### src/rtl/snc_pkg.sv
// Package: shared constants and types for the serial command shifter.
// Assumes one serial bit per system clock.
package snc_pkg;
    localparam int BYTE_W   = 8;
    localparam int PRG_N    = 6;                      // program-data bytes
    localparam int CAP_N    = 10;                     // capture window bytes
    localparam int MAX_BITS = 56;                     // longest generic frame
    localparam int TX_W     = BYTE_W * (PRG_N + 2);   // opcode + prg + pad
    localparam int CAP_W    = BYTE_W * CAP_N;
    localparam int PRG_W    = BYTE_W * PRG_N;
    localparam int LEFT_W   = $clog2(TX_W + 1);
    localparam int ADDR_W   = 5;

    localparam logic [ADDR_W-1:0] A_CMD  = 5'd0;
    localparam logic [ADDR_W-1:0] A_CNT  = 5'd1;
    localparam logic [ADDR_W-1:0] A_STAT = 5'd2;
    localparam int                A_PRG0 = 3;
    localparam int                A_CAP0 = A_PRG0 + PRG_N;

    localparam logic [7:0] CODE_GEN  = 8'h04;
    localparam logic [7:0] CODE_RDST = 8'h02;
    localparam logic [7:0] CODE_WRST = 8'h20;
    localparam logic [7:0] OP_RDST   = 8'h05;
    localparam logic [7:0] OP_WRST   = 8'h01;

    typedef enum logic [1:0] {
        M_IDLE = 2'd0,
        M_GEN  = 2'd1,
        M_RDST = 2'd2,
        M_WRST = 2'd3
    } mode_e;
endpackage

### src/rtl/snc_regs.sv
// Register file: holds the count and program-data bytes, and decodes a
// command write into a start request. Assumes the engine refuses starts it
// does not recognise. All writes are blocked while busy_i is high.
module snc_regs
    import snc_pkg::*;
(
    input  logic              clk,
    input  logic              rst_n,
    input  logic              we_i,
    input  logic [ADDR_W-1:0] addr_i,
    input  logic [7:0]        wdata_i,
    input  logic              busy_i,
    input  logic [7:0]        active_code_i,
    input  logic [7:0]        status_i,
    input  logic [CAP_W-1:0]  cap_i,
    output logic [7:0]        count_o,
    output logic [PRG_W-1:0]  prg_o,
    output logic              start_o,
    output logic [7:0]        code_o,
    output logic [7:0]        rdata_o
);
    logic [7:0]       count_q;
    logic [PRG_W-1:0] prg_q;
    logic             wr_ok;

    assign wr_ok   = we_i && !busy_i;
    assign start_o = wr_ok && (addr_i == A_CMD);
    assign code_o  = wdata_i;
    assign count_o = count_q;
    assign prg_o   = prg_q;

    // Store count and program-data writes accepted while idle.
    always_ff @(posedge clk) begin
        if (!rst_n) begin
            count_q <= '0;
            prg_q   <= '0;
        end else if (wr_ok) begin
            if (addr_i == A_CNT) count_q <= wdata_i;
            for (int i = 0; i < PRG_N; i++) begin
                if (addr_i == ADDR_W'(A_PRG0 + i))
                    prg_q[i*BYTE_W +: BYTE_W] <= wdata_i;
            end
        end
    end

    // Read-back multiplexer over the whole register map.
    always_comb begin
        rdata_o = '0;
        if (addr_i == A_CMD)  rdata_o = active_code_i;
        if (addr_i == A_CNT)  rdata_o = count_q;
        if (addr_i == A_STAT) rdata_o = status_i;
        for (int i = 0; i < PRG_N; i++)
            if (addr_i == ADDR_W'(A_PRG0 + i)) rdata_o = prg_q[i*BYTE_W +: BYTE_W];
        for (int k = 0; k < CAP_N; k++)
            if (addr_i == ADDR_W'(A_CAP0 + k)) rdata_o = cap_i[k*BYTE_W +: BYTE_W];
    end

    assert_hold_busy_R2: assert property (@(posedge clk) disable iff (!rst_n)
        busy_i |=> ($stable(count_q) && $stable(prg_q)));
endmodule

### src/rtl/snc_engine.sv
// Frame engine: on an accepted start, loads the transmit shifter and the bit
// counter for the decoded mode, then shifts one bit per clock MSB first.
// Assumes start_i only pulses while busy_o is low.
module snc_engine
    import snc_pkg::*;
(
    input  logic             clk,
    input  logic             rst_n,
    input  logic             start_i,
    input  logic [7:0]       code_i,
    input  logic [7:0]       count_i,
    input  logic [PRG_W-1:0] prg_i,
    output logic             busy_o,
    output logic             sdo_o,
    output mode_e            mode_o,
    output logic [7:0]       active_code_o
);
    logic [TX_W-1:0]   tx_q, ld_tx;
    logic [LEFT_W-1:0] left_q, ld_left, clamp;
    mode_e             mode_q, ld_mode;
    logic              ld_ok;
    logic [PRG_W-1:0]  prg_seq;

    // Program bytes in wire order: byte 5 first, down to byte 0.
    always_comb begin
        for (int i = 0; i < PRG_N; i++)
            prg_seq[(PRG_N-1-i)*BYTE_W +: BYTE_W] = prg_i[(PRG_N-1-i)*BYTE_W +: BYTE_W];
    end

    assign clamp = (count_i > 8'(MAX_BITS)) ? LEFT_W'(MAX_BITS) : LEFT_W'(count_i);

    // Decode the command code into a frame shape.
    always_comb begin
        ld_ok   = 1'b0;
        ld_tx   = '0;
        ld_left = '0;
        ld_mode = M_IDLE;
        case (code_i)
            CODE_GEN: begin
                ld_ok   = (clamp != '0);
                ld_tx   = {prg_seq, {(TX_W-PRG_W){1'b0}}};
                ld_left = clamp;
                ld_mode = M_GEN;
            end
            CODE_RDST: begin
                ld_ok   = 1'b1;
                ld_tx   = {OP_RDST, {(TX_W-8){1'b0}}};
                ld_left = LEFT_W'(16);
                ld_mode = M_RDST;
            end
            CODE_WRST: begin
                ld_ok   = 1'b1;
                ld_tx   = {OP_WRST, prg_seq, {(TX_W-PRG_W-8){1'b0}}};
                ld_left = LEFT_W'(8) + clamp;
                ld_mode = M_WRST;
            end
            default: ;
        endcase
    end

    // Shift and count down while busy; load a new frame when idle.
    always_ff @(posedge clk) begin
        if (!rst_n) begin
            tx_q   <= '0;
            left_q <= '0;
            mode_q <= M_IDLE;
        end else if (busy_o) begin
            tx_q   <= tx_q << 1;
            left_q <= left_q - 1'b1;
        end else if (start_i && ld_ok) begin
            tx_q   <= ld_tx;
            left_q <= ld_left;
            mode_q <= ld_mode;
        end
    end

    assign busy_o = (left_q != '0);
    assign sdo_o  = busy_o & tx_q[TX_W-1];
    assign mode_o = busy_o ? mode_q : M_IDLE;

    // Report the running command code for read-back.
    always_comb begin
        case (mode_o)
            M_GEN:   active_code_o = CODE_GEN;
            M_RDST:  active_code_o = CODE_RDST;
            M_WRST:  active_code_o = CODE_WRST;
            default: active_code_o = 8'h00;
        endcase
    end

    assert_step_R3: assert property (@(posedge clk) disable iff (!rst_n)
        (busy_o && left_q > 1) |=> (left_q == $past(left_q) - 1'b1));
    assert_len_bound_R10: assert property (@(posedge clk) disable iff (!rst_n)
        busy_o |-> (left_q <= LEFT_W'(MAX_BITS + 8)));
endmodule

### src/rtl/snc_capture.sv
// Capture side: shifts sampled input bits into the capture window in generic
// frames and into the status byte in status-read frames.
// Assumes mode_i reads M_IDLE whenever no frame is running.
module snc_capture
    import snc_pkg::*;
(
    input  logic             clk,
    input  logic             rst_n,
    input  mode_e            mode_i,
    input  logic             sdi_i,
    output logic [CAP_W-1:0] cap_o,
    output logic [7:0]       status_o
);
    logic [CAP_W-1:0] chain_q;
    logic [7:0]       stat_q;
    logic             gen_shift;

    assign gen_shift = (mode_i == M_GEN);

    // Sample one input bit per clock into the structure the mode selects.
    always_ff @(posedge clk) begin
        if (!rst_n) begin
            chain_q <= '0;
            stat_q  <= '0;
        end else begin
            if (gen_shift)           chain_q <= {chain_q[CAP_W-2:0], sdi_i};
            if (mode_i == M_RDST)    stat_q  <= {stat_q[6:0], sdi_i};
        end
    end

    assign cap_o    = chain_q;
    assign status_o = stat_q;

    assert_cap_hold_R7: assert property (@(posedge clk) disable iff (!rst_n)
        !gen_shift |=> $stable(chain_q));
endmodule

### src/rtl/ser_cmd_shifter.sv
// Top: programmable serial command shifter. Wires the register file, the
// frame engine and the capture chain together. Assumes spi_sdi is already
// synchronous to clk.
module ser_cmd_shifter
    import snc_pkg::*;
(
    input  logic        clk,
    input  logic        rst_n,
    input  logic        reg_we,
    input  logic [4:0]  reg_addr,
    input  logic [7:0]  reg_wdata,
    output logic [7:0]  reg_rdata,
    output logic        spi_cs_n,
    output logic        spi_sdo,
    input  logic        spi_sdi
);
    logic             busy, start;
    logic [7:0]       code, count, active_code, status;
    logic [PRG_W-1:0] prg;
    logic [CAP_W-1:0] cap;
    mode_e            mode;

    snc_regs u_regs (
        .clk(clk), .rst_n(rst_n), .we_i(reg_we), .addr_i(reg_addr),
        .wdata_i(reg_wdata), .busy_i(busy), .active_code_i(active_code),
        .status_i(status), .cap_i(cap), .count_o(count), .prg_o(prg),
        .start_o(start), .code_o(code), .rdata_o(reg_rdata)
    );

    snc_engine u_engine (
        .clk(clk), .rst_n(rst_n), .start_i(start), .code_i(code),
        .count_i(count), .prg_i(prg), .busy_o(busy), .sdo_o(spi_sdo),
        .mode_o(mode), .active_code_o(active_code)
    );

    snc_capture u_capture (
        .clk(clk), .rst_n(rst_n), .mode_i(mode), .sdi_i(spi_sdi),
        .cap_o(cap), .status_o(status)
    );

    assign spi_cs_n = !busy;

    assert_busy_code_R6: assert property (@(posedge clk) disable iff (!rst_n)
        !spi_cs_n |-> (active_code == CODE_GEN || active_code == CODE_RDST ||
                       active_code == CODE_WRST));
endmodule

### config.mk
export PLATFORM = sky130hd
export DESIGN_NAME = ser_cmd_shifter
export DESIGN_NICKNAME = d
export VERILOG_FILES = /design/src/rtl/snc_pkg.sv /design/src/rtl/snc_regs.sv /design/src/rtl/snc_engine.sv /design/src/rtl/snc_capture.sv /design/src/rtl/ser_cmd_shifter.sv
export SDC_FILE = /design/constraint.sdc
export NUM_CORES = 1
export LEC_CHECK = 0
export BUFFER_PORTS_ARGS = -buffer_cell sky130_fd_sc_hd__buf_2
export CORE_MARGIN = 2
export CORE_UTILIZATION = 56
export CTS_BUF_LIST = sky130_fd_sc_hd__clkbuf_16
export DETAILED_ROUTE_END_ITERATION = 7
export PLACE_DENSITY = 0.79
export SYNTH_ARGS = -nofsm -noshare
export SYNTH_HDL_FRONTEND = slang
export SYNTH_SLANG_ARGS = --single-unit
### constraint.sdc
create_clock -name clk -period 2.48 [get_ports clk]
set_input_delay 0.372 -clock clk [delete_from_list [all_inputs] [get_ports clk]]
set_output_delay 0.372 -clock clk [all_outputs]
set_load 0.02 [all_outputs]
==> results of run 1 <==
[kinds of logic (layout without fill, tap and decap cells)]
logic type / count (synthesis) / in the layout / synth area share
buffers and inverters: 122 / 213 / 0.0477
other: 0 / 1 / 0
AND/OR/NAND/NOR: 484 / 484 / 0.213
AO/OA/AOI/OAI: 440 / 440 / 0.278
flip-flops: 209 / 209 / 0.421
XOR/XNOR: 7 / 7 / 0.00617
multiplexers: 32 / 32 / 0.0326
adder cells (fa/ha/maj): 2 / 2 / 0.00252
[power by group through the flow]
stage               combinational [mW]  sequential (mW)  clock (mW)
floorplan                         1.09             3.61           0
global placement                  1.77             3.63           0
detailed placement                1.79             3.63           0
CTS                               1.89             3.57        3.03
global route                      2.21             3.59        3.16
finish                            2.06             3.58        3.03
[how the worst max path moves through the flow]
stage,start,endpoint,slack [ns],cells after the start
after floorplan,reg_wdata[4],u_engine.left_q[3],-0.16,7
after global routing,u_engine.left_q[0],reg_rdata[1],-0.27,9
after detailed placement,reg_wdata[3],u_engine.tx_q[20],-0.27,9
after global placement,reg_wdata[3],u_engine.left_q[3],-0.22,7
final,u_engine.left_q[0],reg_rdata[1],-0.22,9
after CTS,u_engine.left_q[0],reg_rdata[1],-0.17,9
[registers in the layout, indices dropped and copies added, names as in the netlist]
register and count:
u_regs.count_o 8, u_capture.status_o 8, u_engine.mode_q 2, u_regs.prg_o 48, u_engine.tx_q 56, u_capture.cap_o 80
u_engine.left_q 7
[worst max-delay path: cells and delay by family, from the launching register on]
| family | cells | cell delay [ns] |
|---|---|---|
| simple gates | 1 | 0.15 |
| compound gates | 5 | 0.97 |
| buf+inv | 2 | 0.20 |
| flops | 1 | 0.34 |
| fa+ha+maj | 1 | 0.15 |
[Yosys cell counts, drive strengths merged (6+ instances only)]
cell type    n
nand2      282
a2111oi      6
a21oi      171
buf         14
mux2i       29
a32oi        6
dfxtp      209
a31oi       16
nor3        13
a22oi       92
o211ai       8
nand3       30
and3         6
nor3b        7
o22ai       53
o21ai       43
inv         10
nor2        84
clkbuf      98
nor2b       12
xor2         6
nand2b      17
[timing repair]
item                       in CTS  in global routing
setup buffers                   4                  8
setup endpoints to repair      54                 62
hold buffers                    0                  0
gates cloned                    0                  0
gates resized for setup        31                 48
pin swaps                       9                 18
[layout by cell type (no fill, tap or decap), types with 7 or more instances in the layout]
master / n
nand2_1: 280
dfxtp_1: 204
a21oi_1: 162
buf_4: 132
a22oi_1: 92
nor2_1: 78
o22ai_1: 50
o21ai_0: 34
nand3_1: 29
mux2i_1: 29
clkbuf_16: 23
buf_2: 18
a31oi_1: 16
nand2b_1: 15
nor3_1: 12
nor2b_1: 10
clkinv_1: 9
o21ai_1: 8
inv_1: 8
o211ai_1: 8
a21oi_2: 8
buf_12: 7
[cell type report]
type	count	area, µm²
Sequential cell	209	4190
Timing Repair Buffer	163	1290
Multi-Input combinational cell	965	5550
Antenna cell	1	2.50
Tap cell	225	282
Clock inverter	17	71.3
Clock buffer	23	576
Inverter	10	46.3
Fill cell	1406	5350
[stage by stage]
| stage | hold slack [ns] | setup slack [ns] | power, mW | cell area, µm² |
|---|---|---|---|---|
| CTS | 0.114 | -0.174 | 8.49 | 11800 |
| global placement | 0.438 | -0.217 | 5.40 | 11000 |
| global route | 0.156 | -0.274 | 8.96 | 12000 |
| floorplan | 0.432 | -0.165 | 4.70 | 9970 |
| detailed placement | 0.447 | -0.266 | 5.42 | 11000 |
| finish | 0.123 | -0.219 | 8.67 | 12000 |
[routing by layer]
layer / wire [µm] / part of all wire / vias up
met1: 13400 / 0.40 / 4879
met3: 3060 / 0.092 / 147
met5: 0 / 0 / -
met2: 15000 / 0.45 / 575
met4: 1780 / 0.053 / 0
li1: - / - / 4806
==> summary.md, run 1 <==
| Metric | Value |
|---|---|
| P&R area growth vs syn | `20.8%` |
| Overall die height | `137 µm` |
| Post-route insts no fill | `1613` |
| GP Congestion | `1.03` |
| Clock power frac | `0.349` |
| RSZ-0062 raised after global routing | `yes` |
| Fin. max-slew vios | `0` |
| Global routing usage on met1 | `0.470` |
| Max Fclk | `0.371 GHz` |
| Hold Crit Depth | `3` |
| Final Util | `0.692` |
| Leak | `4.09 nW` |
| Post-synth EDFFs | `0` |
| Die area | `18800 µm²` |
| Fin nets | `1390` |
| GR Util met2 | `0.560` |
| Status | `finished with violations` |
| Synthesized instance count | `1296` |
| Crit Path Max Fanout | `3` |
| CP Capture Type | `primary output` |
| Setup ws final | `-0.219 ns` |
| Worst-Margin Slew | `0.811 ns` |
| Detailed-route via count | `10407` |
| Vias in the first global route | `9710` |
| First-pass GRT wire length | `52.3 mm` |
| Synthesized area per cell | `7.67 µm²` |
| Final worst-path cycle share | `1.09` |
| Crit-path cells | `inv_2 > ha_4 > nor3b_4 > a211oi_2 > a2bb2oi_2 > o211ai_1 > a21oi_1 > a21oi_2 > buf_6` |
| DRC violations left | `0` |
| Num CTS Buffers | `22` |
| Syn nets | `1315` |
| Share of post-route cells with drive strength above 1 | `0.188` |
| GRT Residual Overflow | `0` |
| CP Class | `reg -> out` |
| Final setup TNS | `-0.447 ns` |
| Count of final setup violators | `6` |
| Area share of the largest cell type after synthesis | `0.421` |
| I/O pin count | `27` |
| Pin count of the biggest net entering global routing | `81` |
| Switching Fraction | `0.310` |
| Slew HR | `0.459` |
| Tot GR Track Use | `0.353` |
| Clock latency on the worst-skew pair | `0.52 ns` |
| Startpoint Class | `flip-flop` |
| Yosys cell types | `64` |
| Yosys Warn Count | `0` |
| Clock-pin slew on the worst setup and hold paths | `0.06 ns` |
| Die width | `137 µm` |
| Hold Crit Class | `in -> reg` |
| Critical Path AT | `2.33 ns` |
| Critical hold path startpoint | `spi_sdi` |
| Vias per cell | `6.45` |
| Seq/Total Area, Yosys | `0.421` |
| Min Clock Period, post-route | `2.70 ns` |
| DRT Pass-1 Iters | `6` |
| Failing checks | `negative setup slack` |
| CORE AREA | `17400 µm²` |
| Clock sink count | `209` |
| Synth area leaders | `dfxtp_1 42%, nand2_1 11%, a21oi_1 8.6%, a22oi_1 6.9%, clkbuf_1 3.7%` |
| 1st-iter DRT viols | `1178` |
| Final hold vios | `0` |
| Max Buffers Root-to-Sink | `3` |
| Yosys reg bits | `209` |
| Pint | `5.98 mW` |
| Clock Tree Root | `clkbuf_16` |
| R2r endpoint | `u_engine.tx_q[20]` |
| Main synth FF type | `dfxtp_1` |
| Met3 Use GR | `0.0592` |
| Std cell rows | `48` |
| Skew final | `0.0150 ns` |
| Comb power frac | `0.238` |
| CP peak stage delay | `0.34 ns` |
| HPWL Detailed | `23.1 mm` |
| Starting Density | `0.573` |
| Worst hold endpoint | `u_capture.cap_o[0]` |
| H-tree levels | `1` |
| Most crowded layer after global routing | `met2` |
| Initial antenna violation count | `0` |
| Power Dens Cells | `722 nW/µm²` |
| Max Cap Violations | `0` |
| Port Buf Inserts | `26` |
| Routed WL per cell | `20.6 µm` |
| Fraction of registers with async set/reset | `0` |
| DP Cell Count | `1560` |
| Antenna-violating nets left | `0` |
| R2r worst-path depth | `12` |
| CP required | `2.11 ns` |
| R2R Path Start | `u_engine.left_q[1]` |
| Final WL | `33.3 mm` |
| Sequential power share | `0.413` |
| Reg2reg setup slack | `-0.03 ns` |
| VDD IR max | `0.000909 V` |
| CP max-delay cell | `dfxtp_2` |
| NetSw | `2.69 mW` |
| Synth area leader | `dfxtp_1` |
| CTS tree | `yes` |
| Synth Cell Area | `9940 µm²` |
Note: power is estimated with default switching activity, not from simulation.
==> inputs of run 2 (changes only) <==
--- a/config.mk
+++ b/config.mk
@@ -7,10 +7,10 @@
 export LEC_CHECK = 0
 export BUFFER_PORTS_ARGS = -buffer_cell sky130_fd_sc_hd__buf_2
 export CORE_MARGIN = 2
-export CORE_UTILIZATION = 56
-export CTS_BUF_LIST = sky130_fd_sc_hd__clkbuf_16
+export CORE_UTILIZATION = 58
+export CTS_BUF_LIST = sky130_fd_sc_hd__clkbuf_2 sky130_fd_sc_hd__clkbuf_4 sky130_fd_sc_hd__clkbuf_8
 export DETAILED_ROUTE_END_ITERATION = 7
-export PLACE_DENSITY = 0.79
+export PLACE_DENSITY = 0.81
 export SYNTH_ARGS = -nofsm -noshare
 export SYNTH_HDL_FRONTEND = slang
 export SYNTH_SLANG_ARGS = --single-unit
==> run 2 against run 1 <==
Effect of this change:
- the run still ends with negative setup slack left
- global-route usage increased by 0.093 points
- cell count about the same
- core utilization increased by 2.9 points
- via count increased by 0.78%
- sequential cell count unchanged
- sequential power about the same
- worst hold slack got worse by 0.010 ns
- die area decreased by 3.3%
==> summary.md, run 2 (same netlist as run 1, synthesis figures left out) <==
| Metric | Value |
|---|---|
| Crit path top cell by count | `a21oi_2` |
| VDD IR max | `0.000787 V` |
| Leak | `4.10 nW` |
| Reg2reg setup slack | `0.02 ns` |
| Fin Hold WS | `0.113 ns` |
| Min Clock Period, post-route | `2.67 ns` |
| Final WL | `32.8 mm` |
| Overall die height | `135 µm` |
| Die width | `135 µm` |
| H-tree levels | `2` |
| Startpoint Class | `flip-flop` |
| CORE AREA | `16600 µm²` |
| Hold Crit Class | `in -> reg` |
| Initial antenna violation count | `0` |
| Worst-Margin Slew | `0.814 ns` |
| CP Class | `reg -> out` |
| RSZ-0062 raised after global routing | `yes` |
| Final worst-path cycle share | `1.08` |
| Final Util | `0.721` |
| Slew HR | `0.457` |
| 1st-iter DRT viols | `1220` |
| Power Dens Cells | `714 nW/µm²` |
| Skew final | `0.0201 ns` |
| Clock Tree Root | `clkbuf_8` |
| Max FFs per register | `80` |
| CTS tree | `yes` |
| First-pass GRT wire length | `51.3 mm` |
| Comb power frac | `0.244` |
| Starting Density | `0.597` |
| Crit-path cells | `inv_2 > ha_4 > nor3b_4 > a211oi_2 > a2bb2oi_2 > o211ai_1 > a21oi_2 > a21oi_2 > buf_4` |
| Status | `finished with violations` |
| Critical Path AT | `2.30 ns` |
| GP Congestion | `1.05` |
| P&R area growth vs syn | `20.6%` |
| Num CTS Buffers | `35` |
| DRT Pass-1 Iters | `7` |
| Pin count of the biggest net entering global routing | `81` |
| Std cell rows | `47` |
| CP Capture Type | `primary output` |
| Clock sink count | `209` |
| Detailed-route via count | `10488` |
| Pint | `5.87 mW` |
| Vias in the first global route | `9615` |
| NetSw | `2.69 mW` |
| Clock-pin slew on the worst setup and hold paths | `0.06 ns` |
| Antenna-violating nets left | `0` |
| Tot GR Track Use | `0.354` |
| Fin. max-slew vios | `0` |
| Placed cell area | `11000 µm²` |
| Die area | `18200 µm²` |
| Clock latency on the worst-skew pair | `0.52 ns` |
| Design area | `12000 µm²` |
| Clock power frac | `0.337` |
| Switching Fraction | `0.314` |
| Port Buf Inserts | `26` |
| Routed WL per cell | `20.3 µm` |
| Max Fclk | `0.375 GHz` |
| GRT Residual Overflow | `0` |
| CP max-delay cell | `dfxtp_2` |
| Tot Pwr | `8.56 mW` |
| Failing checks | `negative setup slack` |
| Setup ws final | `-0.188 ns` |
| Most frequent cells in the layout | `280 x nand2_1, 204 x dfxtp_1, 162 x a21oi_1` |
| # diodes | `0` |
| Dpl ws | `-0.275 ns` |
| Crit Path Max Fanout | `3` |
| Commonest non-fill, non-tap cell in the layout | `nand2_1` |
| I/O pin count | `27` |
| Fin nets | `1395` |
| Vias per cell | `6.50` |
| Final hold vios | `0` |
| Count of final setup violators | `4` |
| Sequential power share | `0.418` |
| Share of post-route cells with drive strength above 1 | `0.199` |
| Max Buffers Root-to-Sink | `3` |
| DRC violations left | `0` |
| Max Cap Violations | `0` |
| CP peak stage delay | `0.34 ns` |
| CP required | `2.11 ns` |
| HPWL Detailed | `22.7 mm` |
[run 2: cell types whose count changed in the layout (fill, tap and decap cells not counted), sizes merged]
cell / delta
clkinvlp: +1
diode: -1
clkinv: -10
buf: -8
inv: -1
clkbuf: +25
[run 2: worst max-delay path, delay by kind of cell (launching register included)]
kind	cells	cell delay, ns
fa+ha+maj	1	0.16
compound gates	5	0.92
simple gates	1	0.15
buf+inv	2	0.21
flops	1	0.34
[run 2: final timing paths]
path,startpoint,endpoint,depth (start not counted)
max,u_engine.left_q[1],reg_rdata[1],9
min,spi_sdi,u_capture.cap_o[0],3
max reg2reg,u_engine.left_q[1],u_engine.left_q[1],12
min reg2reg,u_engine.tx_q[61],u_engine.tx_q[61],2
[run 2: cell type report]
| type | count | area, µm² |
|---|---|---|
| multi-input cells | 965 | 5580 |
| fillers | 1301 | 4650 |
| flip-flops and latches | 209 | 4190 |
| repair buffers | 155 | 1270 |
| clock buffers | 48 | 592 |
| well taps | 220 | 275 |
| inverters | 10 | 46.3 |
| clock inverters | 7 | 41.3 |
[run 2: metrics by stage]
step / instances / setup TNS (ns)
final: 1614 / -0.470
after global routing: 1614 / -1.20
after CTS: 1608 / -0.351
after detailed placement: 1547 / -13.15
after global placement: 1547 / -10.69
after floorplan: 1296 / -7.31
[run 2: timing repair]
item,CTS,global route
setup endpoints to repair,51,52
buffers inserted,6,6
pin swaps,17,9
resized for setup,40,41
hold buffers,0,0
[run 2: power by group through the flow]
stage	clock network [mW]	registers (mW)	logic [mW]
floorplan	0	3.61	1.09
global placement	0	3.63	1.83
detailed placement	0	3.64	1.86
CTS	2.91	3.57	1.97
global route	3.06	3.59	2.23
finish	2.89	3.58	2.09
[run 2: metal layers]
layer  vias up  wire length (µm)  track usage
met4         0              1600        0.167
met2       597             14800        0.554
met3       143              3270       0.0631
met5         -                 0            0
met1      4941             13100        0.477
li1       4807                 -            -
